**src/rtl/otc_pkg.sv**
```systemverilog
package otc_pkg;
    localparam int          DATA_W     = 32;
    localparam int          OFF_W      = 4;
    localparam int          BUSY_BIT   = 24;
    localparam logic [3:0]  OFF_BASE   = 4'h0;
    localparam logic [3:0]  OFF_COUNT  = 4'h4;
    localparam logic [3:0]  OFF_CTRL   = 4'h8;
    localparam logic [31:0] MODE_CLEAR = 32'h1100_0002;
    localparam logic [23:0] END_MARK   = 24'hFF_FFFF;

    typedef enum logic {W_IDLE, W_RUN} walk_state_e;

    typedef struct packed {
        logic start;
        logic abort;
    } walk_cmd_t;

    function automatic logic [23:0] link_of(input logic [23:0] addr);
        return addr - 24'd4;
    endfunction
endpackage

```
**src/rtl/otc_regs.sv**
```systemverilog
module otc_regs
    import otc_pkg::*;
#(
    parameter int ADDR_W = 32,
    parameter int CNT_W  = 16
) (
    input  logic              clk,
    input  logic              rst,
    input  logic              wr_en,
    input  logic [OFF_W-1:0]  off,
    input  logic [DATA_W-1:0] wdata,
    output logic [DATA_W-1:0] rdata,
    input  logic              busy,
    input  logic              done,
    output logic [ADDR_W-3:0] base_word,
    output logic [CNT_W-1:0]  count,
    output walk_cmd_t         cmd,
    output logic              irq
);
    logic [ADDR_W-1:0] base_q;
    logic [DATA_W-1:0] ctrl_q;
    logic              ctrl_hit, kick, bypass;

    assign ctrl_hit  = wr_en && (off == OFF_CTRL);
    assign kick      = ctrl_hit && !busy && wdata[BUSY_BIT];
    assign cmd.start = kick && (wdata == MODE_CLEAR);
    assign bypass    = kick && (wdata != MODE_CLEAR);
    assign cmd.abort = ctrl_hit && busy && !wdata[BUSY_BIT];
    assign base_word = base_q[ADDR_W-1:2];

    always_ff @(posedge clk) begin
        if (rst) begin
            base_q <= '0;
            count  <= '0;
            ctrl_q <= '0;
            irq    <= 1'b0;
        end else begin
            irq <= done | bypass;
            if (wr_en && !busy && off == OFF_BASE)
                base_q <= wdata[ADDR_W-1:0];
            if (wr_en && !busy && off == OFF_COUNT)
                count <= wdata[CNT_W-1:0];
            if (ctrl_hit && !busy) begin
                ctrl_q <= wdata;
                if (bypass)
                    ctrl_q[BUSY_BIT] <= 1'b0;
            end
            if (cmd.abort || done)
                ctrl_q[BUSY_BIT] <= 1'b0;
        end
    end

    always_comb begin
        rdata = '0;
        case (off)
            OFF_BASE:  rdata[ADDR_W-1:0] = base_q;
            OFF_COUNT: rdata[CNT_W-1:0]  = count;
            OFF_CTRL:  rdata             = ctrl_q;
            default:   rdata             = '0;
        endcase
    end

    // a running walk always shows the busy flag
    p_busy_flag_r3: assert property (@(posedge clk) disable iff (rst)
        busy |-> ctrl_q[BUSY_BIT]);
    // completion clears the flag and raises the interrupt
    p_done_clears_r7: assert property (@(posedge clk) disable iff (rst)
        done |=> (!ctrl_q[BUSY_BIT] && irq));
    // unsupported mode completes without walking
    p_bypass_r8: assert property (@(posedge clk) disable iff (rst)
        bypass |=> (irq && !ctrl_q[BUSY_BIT] && !busy));
    // address register is frozen while busy
    p_busy_ignore_r9: assert property (@(posedge clk) disable iff (rst)
        (busy && wr_en && off == OFF_BASE) |=> $stable(base_q));
    // abort is silent
    p_abort_quiet_r10: assert property (@(posedge clk) disable iff (rst)
        cmd.abort |=> (!irq && !ctrl_q[BUSY_BIT]));
endmodule

```
**src/rtl/otc_walker.sv**
```systemverilog
module otc_walker
    import otc_pkg::*;
#(
    parameter int ADDR_W = 32,
    parameter int CNT_W  = 16
) (
    input  logic              clk,
    input  logic              rst,
    input  walk_cmd_t         cmd,
    input  logic [ADDR_W-3:0] base_word,
    input  logic [CNT_W-1:0]  count,
    input  logic              mem_ready,
    output logic              mem_valid,
    output logic [ADDR_W-1:0] mem_addr,
    output logic [DATA_W-1:0] mem_data,
    output logic              busy,
    output logic              done
);
    localparam logic [ADDR_W-1:0] STEP = ADDR_W'(4);
    localparam logic [CNT_W-1:0]  ONE  = CNT_W'(1);

    walk_state_e       state;
    logic [ADDR_W-1:0] cur;
    logic [CNT_W-1:0]  rem;
    logic              last;

    assign busy      = (state == W_RUN);
    assign mem_valid = busy;
    assign mem_addr  = cur;
    assign last      = (rem == ONE);
    assign done      = busy && mem_ready && last && !cmd.abort;

    always_comb begin
        mem_data = '0;
        mem_data[23:0] = last ? END_MARK : link_of(cur[23:0]);
    end

    always_ff @(posedge clk) begin
        if (rst) begin
            state <= W_IDLE;
            cur   <= '0;
            rem   <= '0;
        end else if (cmd.abort) begin
            state <= W_IDLE;
        end else begin
            case (state)
                W_IDLE: if (cmd.start) begin
                    state <= W_RUN;
                    cur   <= {base_word, 2'b00};
                    rem   <= (count == '0) ? ONE : count;
                end
                W_RUN: if (mem_ready) begin
                    cur <= cur - STEP;
                    rem <= rem - ONE;
                    if (last)
                        state <= W_IDLE;
                end
                default: state <= W_IDLE;
            endcase
        end
    end

    // request is held while stalled
    p_hold_r3: assert property (@(posedge clk) disable iff (rst)
        (mem_valid && !mem_ready && !cmd.abort) |=>
            (mem_valid && $stable(mem_addr) && $stable(mem_data)));
    // accepted non-final write steps the address down one word
    p_step_r3: assert property (@(posedge clk) disable iff (rst)
        (mem_valid && mem_ready && !last && !cmd.abort) |=>
            (mem_valid && mem_addr == $past(mem_addr) - STEP));
    // successive pointers descend by one word
    p_link_r4: assert property (@(posedge clk) disable iff (rst)
        (mem_valid && mem_ready && rem > CNT_W'(2) && !cmd.abort) |=>
            (mem_data[23:0] == $past(mem_data[23:0]) - 24'd4 && mem_data[31:24] == 8'h00));
    // writes are word aligned
    p_align_r11: assert property (@(posedge clk) disable iff (rst)
        mem_valid |-> (mem_addr[1:0] == 2'b00));
endmodule

```
**src/rtl/otc_dma.sv**
```systemverilog
module otc_dma
    import otc_pkg::*;
#(
    parameter int ADDR_W = 32,
    parameter int CNT_W  = 16
) (
    input  logic              clk,
    input  logic              rst,
    input  logic              reg_wr,
    input  logic [3:0]        reg_addr,
    input  logic [31:0]       reg_wdata,
    output logic [31:0]       reg_rdata,
    output logic              mem_valid,
    input  logic              mem_ready,
    output logic [ADDR_W-1:0] mem_addr,
    output logic [31:0]       mem_data,
    output logic              irq
);
    walk_cmd_t         cmd;
    logic [ADDR_W-3:0] base_word;
    logic [CNT_W-1:0]  count;
    logic              busy, done;

    otc_regs #(.ADDR_W(ADDR_W), .CNT_W(CNT_W)) u_regs (
        .clk(clk), .rst(rst), .wr_en(reg_wr), .off(reg_addr),
        .wdata(reg_wdata), .rdata(reg_rdata), .busy(busy), .done(done),
        .base_word(base_word), .count(count), .cmd(cmd), .irq(irq)
    );

    otc_walker #(.ADDR_W(ADDR_W), .CNT_W(CNT_W)) u_walk (
        .clk(clk), .rst(rst), .cmd(cmd), .base_word(base_word),
        .count(count), .mem_ready(mem_ready), .mem_valid(mem_valid),
        .mem_addr(mem_addr), .mem_data(mem_data), .busy(busy), .done(done)
    );
endmodule

```
**config.mk**
```make
export PLATFORM = sky130hd
export DESIGN_NAME = otc_dma
export DESIGN_NICKNAME = d
export VERILOG_FILES = /design/src/rtl/otc_pkg.sv /design/src/rtl/otc_regs.sv /design/src/rtl/otc_walker.sv /design/src/rtl/otc_dma.sv
export SDC_FILE = /design/constraint.sdc
export NUM_CORES = 1
export LEC_CHECK = 0
export ABC_CLOCK_PERIOD_IN_PS = 2000
export BUFFER_PORTS_ARGS = -buffer_cell sky130_fd_sc_hd__buf_2
export CORE_ASPECT_RATIO = 1.2
export CORE_MARGIN = 2
export CORE_UTILIZATION = 50
export CTS_CLUSTER_DIAMETER = 30
export CTS_CLUSTER_SIZE = 14
export DETAILED_ROUTE_END_ITERATION = 10
export PLACE_DENSITY = 0.76
export SLEW_MARGIN = 20
export SYNTH_ARGS = -nofsm -noshare
export SYNTH_HDL_FRONTEND = slang
export SYNTH_SLANG_ARGS = --single-unit
```
**constraint.sdc**
```tcl
create_clock -name clk -period 2 [get_ports clk]
set_input_delay 0.2 -clock clk [delete_from_list [all_inputs] [get_ports clk]]
set_output_delay 0.2 -clock clk [all_outputs]
set_load 0.01 [all_outputs]
```
==> results.md, run 1 <==
* Status: complete, but fails checks
* Failing checks: setup timing
* IO Count at between 100 and 150
* Post-synthesis sequential area ratio at between 30% and 40%
* Worst Skew at slightly above 0.006 ns
* Starting Density at between 50% and 60%
* Worst Hold Class: primary input to register
* Sequential power share at a little over two fifths
* Die width at 112 µm
* Hold Fails Final Rpt at 0
* CTS Buf Count at 17
* Placer Congestion at ~0.87
* CTS clk-pin slew, worst paths at 0.06 ns
* Worst vdd ir at 572 µV
* Port Buf Inserts at 127
* Switching power at around 1.3 mW
* Rows at 47
* # H-tree levels at 4
* Register area at around 2600 µm²
* Clk buf depth at 2
* Synth warn at 0
* EDFF count, synth at 0
* Placed instance area at between 8000 and 9000 µm²
* Upper clock frequency limit at roughly 420 MHz
* Share of flip-flops with an asynchronous set or reset at 0%
* Pleak at about 3.8 nW
* Top_reg_cell synth: dfxtp_1
* PnR worst setup slack at -0.402 ns
* Hold WS at 0.0410 ns
* Detailed placement HPWL at 15400 µm
* Net count reported at finish at 1147
* Critical setup path kind: register to primary output
* Total track usage at ~30%
* Worst Setup End Kind: primary output
* WL/cell at about 18 µm
* Critical Path RT at between 1.5 and 2 ns
* First-pass GRT wire length at around 36000 µm
* Die ar. at about 15000 µm²
* Synthesis-to-layout area growth at 33.1%
* Largest net degree at the start of global routing at 63
* Initial antenna violation count at 0
* GRT Residual Overflow at 0
* Post-synth cell types at 65
* Layout cell share with drive strength beyond 1 at between 20% and 30%
* Fin area at 9260 µm²
* # diodes at 0
* Worst slew pin tran at just over 0.5 ns
* Final period utilization at 120%
* DRC at 0
* DR pass1 iterations at 9
* Synthesized area at approximately 7000 µm²
* Crit start category: register
* FILL cells at around 1200
* Sw frac at about 22%
* CTS tree: built
* Critical path fanouts, max at 3
* Synth Instances at approximately 920
* Via count at ~8000
* Routed Antenna Nets at 0
* Mean Syn Cell Area at ~7.5 µm²
* Fin crit period at 2.40 ns
* Die H at between 100 and 150 µm
* Total power per unit cell area at approximately 640 nW/µm²
* Pins Over Slew Limit at 0
* Arrival time worst endpoint at between 2 and 2.5 ns
* DR iter-0 viols at around 900
* Multi-input logic area at a little over 4000 µm²
* Synth area leader: dfxtp_1
* Worst slack, placed at -0.0954 ns
* Combinational power share at about 4.5%
* Synthesized flop and latch total at approximately 130
* Area share of the largest cell type after synthesis at between 30% and 40%
* Clock network fraction of total power at between 50% and 60%
* Area contributors post-synth: dfxtp_1 37%, nand2_1 12%, a21oi_1 10%, clkbuf_1 3.2%, o32ai_2 2.3%
* Slew HR at roughly two thirds
* Total chip power at a little under 6 mW
* Number of max-cap violations at 0
* RSZ-0062 raised after global routing: yes
* Num Clock Sinks at ~130
* Worst-Skew Late Latency at 0.42 ns
* Internal power at between 4 and 5 mW
* CTS root buf: clkbuf_16
* Vias in the first global route at 6861
* Setup-failing EPs final at 26
* DR vias/cell at slightly above 6
* Core ar. at 13700 µm²
* WL final at between 20000 and 25000 µm
==> synthesized netlist by cell type (3+ instances only) <==
cell type and number:
nor4_4 3, nor3b_1 3, xnor2_1 11, o21ai_0 19
o21a_1 5, a22oi_1 3, mux2i_1 5, or4_1 5
nand4_1 6, a222oi_1 16, and3_1 10, nand2_1 220
a22o_1 17, a21oi_1 143, and4_1 6, ha_1 3
o32ai_1 11, nor3_1 23, buf_4 11, buf_2 9
nor2b_1 16, clkbuf_1 59, o21ai_1 20, a31oi_1 4
dfxtp_1 128, inv_1 37, or3_1 7, nor4b_1 6
nor2_1 26, o32ai_2 10, nor4_1 20, buf_1 3
nand3_1 10, xor2_1 5
==> critical path, cell delays in order (launching register included) <==
cell     delay (ns)
dfxtp_2        0.31
or4_4          0.57
or4_4          0.57
xnor2_2        0.14
nand2_1        0.07
buf_2          0.14
==> layout make-up <==
| cell class | count | share of cell area [%] |
|---|---|---|
| Tap cell | 171 | 2.31 |
| Inverter | 37 | 1.50 |
| Clock buffer | 21 | 4.87 |
| Clock inverter | 11 | 1.50 |
| Sequential cell | 128 | 27.8 |
| Timing Repair Buffer | 236 | 17.5 |
| Multi-Input combinational cell | 684 | 44.5 |
==> per-stage QoR <==
step / TNS, ns / cells / utilization [%]
floorplan: 0 / 932 / -
global placement: 0 / 1245 / 61.2
detailed placement: -0.838 / 1245 / 61.2
CTS: -8.56 / 1281 / 66.3
global route: -9.34 / 1288 / 67.6
finish: -6.82 / 1288 / 67.6
==> repair_timing <==
item                                    CTS  global route
gates cloned                              1             0
pin swaps                                 3            10
gates resized for setup                  18            27
buffers inserted                          3             8
endpoints found under the setup margin   26            37
hold buffers                              0             0
==> power by group through the flow <==
| stage | Clock [mW] | Sequential, mW | Combinational (mW) |
|---|---|---|---|
| final | 3.10 | 2.59 | 0.270 |
| after global placement | 0 | 2.64 | 0.262 |
| after CTS | 3.12 | 2.59 | 0.264 |
| after global routing | 3.23 | 2.59 | 0.290 |
| after floorplan | 0 | 2.64 | 0.140 |
| after detailed placement | 0 | 2.64 | 0.262 |
==> path summary, 6_finish.rpt <==
check,endpoint,startpoint,slack [ns],cells after the start
max,mem_data[14],u_walk.mem_addr[9],-0.40,5
min,u_regs.base_q[18],reg_wdata[18],0.04,3
max reg2reg,u_walk.mem_addr[14],u_walk.mem_addr[9],-0.12,7
min reg2reg,u_regs.base_q[1],u_regs.base_q[1],0.45,2
==> state kept, by name, indices dropped and copies added (netlist names) <==
name and flops:
u_walk.rem 16, u_regs.count 16, u_regs.irq 1, u_walk.busy 1, u_regs.ctrl_q 32, u_walk.mem_addr 30, u_regs.base_q 32
==> layer usage <==
metal / track usage (%) / wire (µm) / share of wire, % / vias up
li1: - / - / - / 3631
met1: 40.2 / 9480 / 41 / 3654
met2: 47.0 / 10900 / 48 / 436
met3: 5.32 / 1850 / 8.1 / 55
met4: 11.3 / 687 / 3.0 / 0
met5: 0 / 0 / 0 / -
==> cells in the final DEF, fill, tap and decap left out, types with 6 or more instances in the layout <==
| cell type | instances |
|---|---|
| nand2_1 | 220 |
| a21oi_1 | 142 |
| buf_2 | 126 |
| dfxtp_1 | 123 |
| buf_4 | 91 |
| inv_1 | 33 |
| nor2_1 | 26 |
| o21ai_1 | 20 |
| nor3_1 | 19 |
| o21ai_0 | 18 |
| a22o_1 | 17 |
| clkbuf_16 | 17 |
| a222oi_1 | 16 |
| nor2b_1 | 16 |
| nor4_1 | 14 |
| o32ai_2 | 11 |
| buf_12 | 11 |
| xnor2_1 | 10 |
| and3_1 | 10 |
| o32ai_1 | 10 |
| conb_1 | 10 |
| nand3_1 | 9 |
| buf_6 | 8 |
| nor4_4 | 7 |
| or3_1 | 7 |
| nand4_1 | 6 |
| and4_1 | 6 |
==> cells by family after synthesis <==
group,synth area share (%)
other,0.0539
and+or+nand+nor,27.2
AOI/OAI and AO/OA,24.8
buffers and inverters,7.34
DFF,36.8
xor gates and xnor gates,2.01
muxes,1.21
adders and majority gates,0.540
Note: power is estimated with default switching activity, not from simulation.
==> run 2: changes to the inputs <==
- CORE_UTILIZATION: 50 -> 40
- PLACE_DENSITY: 0.76 -> default
==> results.md, run 2 (synthesis results as in run 1) <==
* CTS Buf Count at 17
* FF-to-FF Start: u_walk.mem_addr[2]
* DRC at 0
* WL/cell at approximately 19 µm
* Synthesis-to-layout area growth at 47.9%
* Critical setup path kind: register to primary output
* Die H at 148 µm
* Total track usage at 26.0%
* CTS root buf: clkbuf_16
* Critical Path RT at 1.80 ns
* Critical path fanouts, max at 2
* Fin crit period at between 2 and 2.5 ns
* Worst Hold Class: primary input to register
* Worst r2r dst: u_walk.mem_addr[14]
* PnR worst setup slack at -0.476 ns
* CTS clk-pin slew, worst paths at approximately 0.060 ns
* Pins Over Slew Limit at 0
* Layout cell share with drive strength beyond 1 at between 30% and 40%
* FILL cells at about 1500
* Largest net degree at the start of global routing at 48
* # H-tree levels at 4
* Upper clock frequency limit at 404 MHz
* Initial antenna violation count at 0
* Most frequent cells in the layout: 202 x nand2_1, 136 x a21oi_1, 117 x dfxtp_1, 106 x buf_2, 103 x buf_4
* Worst slack, placed at -0.0553 ns
* Via count at between 7000 and 8000
* # diodes at 0
* Worst Skew at approximately 0.0047 ns
* Worst vdd ir at between 400 and 500 µV
* Core ar. at approximately 17000 µm²
* Clk buf depth at 2
* Vias in the first global route at 7215
* Total power per unit cell area at 626 nW/µm²
* Worst Setup End Kind: primary output
* Worst-Skew Late Latency at 0.43 ns
* Failing checks: setup timing
* Rows at between 50 and 60
* Commonest non-fill, non-tap cell in the layout: nand2_1
* Routed Antenna Nets at 0
* GRT Residual Overflow at 0
* CTS tree: built
* Detailed placement HPWL at about 16000 µm
* Hold Fails Final Rpt at 0
* Number of max-cap violations at 0
* Hold_sp: reg_wdata[16]
* Hold worst-path end: u_regs.ctrl_q[16]
* Hold Buf Count CTS at 0
* RSZ-0062 raised after global routing: yes
* Total Neg Setup Slack at -8.95 ns
* R2R depth at 9
* Pleak at 4.27 nW
* Arrival time worst endpoint at around 2.3 ns
* DR iter-0 viols at 805
* Register area at roughly 2600 µm²
* Total placed cells including tap cells at 1294
* DR pass1 iterations at 6
* Setup-failing EPs final at 32
* Num Clock Sinks at ~130
* Worst slew pin tran at ~0.54 ns
* Net count reported at finish at between 1000 and 1500
* Multi-input logic area at about 4500 µm²
* Crit start category: register
* Hold WS at 0.0273 ns
* Reg2Reg Setup Slack at -0.19 ns
* WL final at between 20000 and 30000 µm
* Port Buf Inserts at between 100 and 150
* Final period utilization at 124%
* Layout Utilization at between 60% and 70%
* Die width at 124 µm
* DR vias/cell at ~5.7
* Starting Density at about two fifths
* Cell Count, Final, Fillers Out at between 1000 and 1500
* Hold path cells at 3
* Slew HR at between 60% and 70%
* IO Count at between 100 and 150
* First-pass GRT wire length at between 30000 and 40000 µm
* Status: complete, but fails checks
* Placer Congestion at between 0.9 and 1
* Die ar. at 18500 µm²
-- run 2: changes by cell type in the layout (fill, tap and decap cells not counted), sizes merged --
cell      delta
buf         +31
clkbuf       +3
bufinv       +2
clkinv       -2
clkinvlp     -2
inv          -1
-- run 2: power by group --
part / switching [mW] / leakage, nW / internal, mW / total [mW]
Clock: 1.17 / 0.337 / 2.41 / 3.58
Sequential: 0.0199 / 1.04 / 2.57 / 2.59
Combinational: 0.184 / 2.90 / 0.0878 / 0.272
Total: 1.37 / 4.27 / 5.07 / 6.44
-- run 2: worst max-delay path, cell delays in order (launching register included) --
cell and delay, ns:
dfxtp_2 0.32, inv_2 0.07, ha_4 0.13, or3b_4 0.39, or4_4 0.57, xnor2_2 0.15, nand2_1 0.08, buf_2 0.15
-- run 2: worst max-delay path by stage --
stage	cells past startpoint	end	startpoint
floorplan	6	mem_data[19]	u_walk.rem[10]
global placement	8	u_walk.rem[15]	reg_addr[1]
detailed placement	8	u_walk.rem[8]	reg_addr[1]
CTS	7	mem_data[14]	u_walk.mem_addr[2]
global route	6	mem_data[17]	u_walk.mem_addr[9]
finish	7	mem_data[14]	u_walk.mem_addr[2]
-- run 2: what timing repair did --
action	in CTS	in global routing
pin swaps	23	29
gates cloned	3	0
buffers inserted	20	17
endpoints found under the setup margin	26	36
resized for setup	111	63
-- run 2: cell type report --
cell class	instances	area share [%]
clock buffer	24	4.97
clock inverter	8	1.68
inverter	37	1.47
multi-input combinational	684	43.6
sequential	128	25.1
tap	216	2.63
timing repair buffer	267	20.6
-- run 2: per-layer routing --
metal	track usage [%]	routed length, µm
met5	0	0
met4	8.88	788
met3	4.75	1590
met2	43.6	12500
met1	33.8	10800
-- run 2: through the flow --
step / instance area, µm² / total power, mW
5_1_grt: 10300 / 6.61
6_report: 10300 / 6.44
3_5_place_dp: 8470 / 2.91
2_1_floorplan: 7000 / 2.78
3_3_place_gp: 8470 / 2.91
4_1_cts: 9870 / 6.47
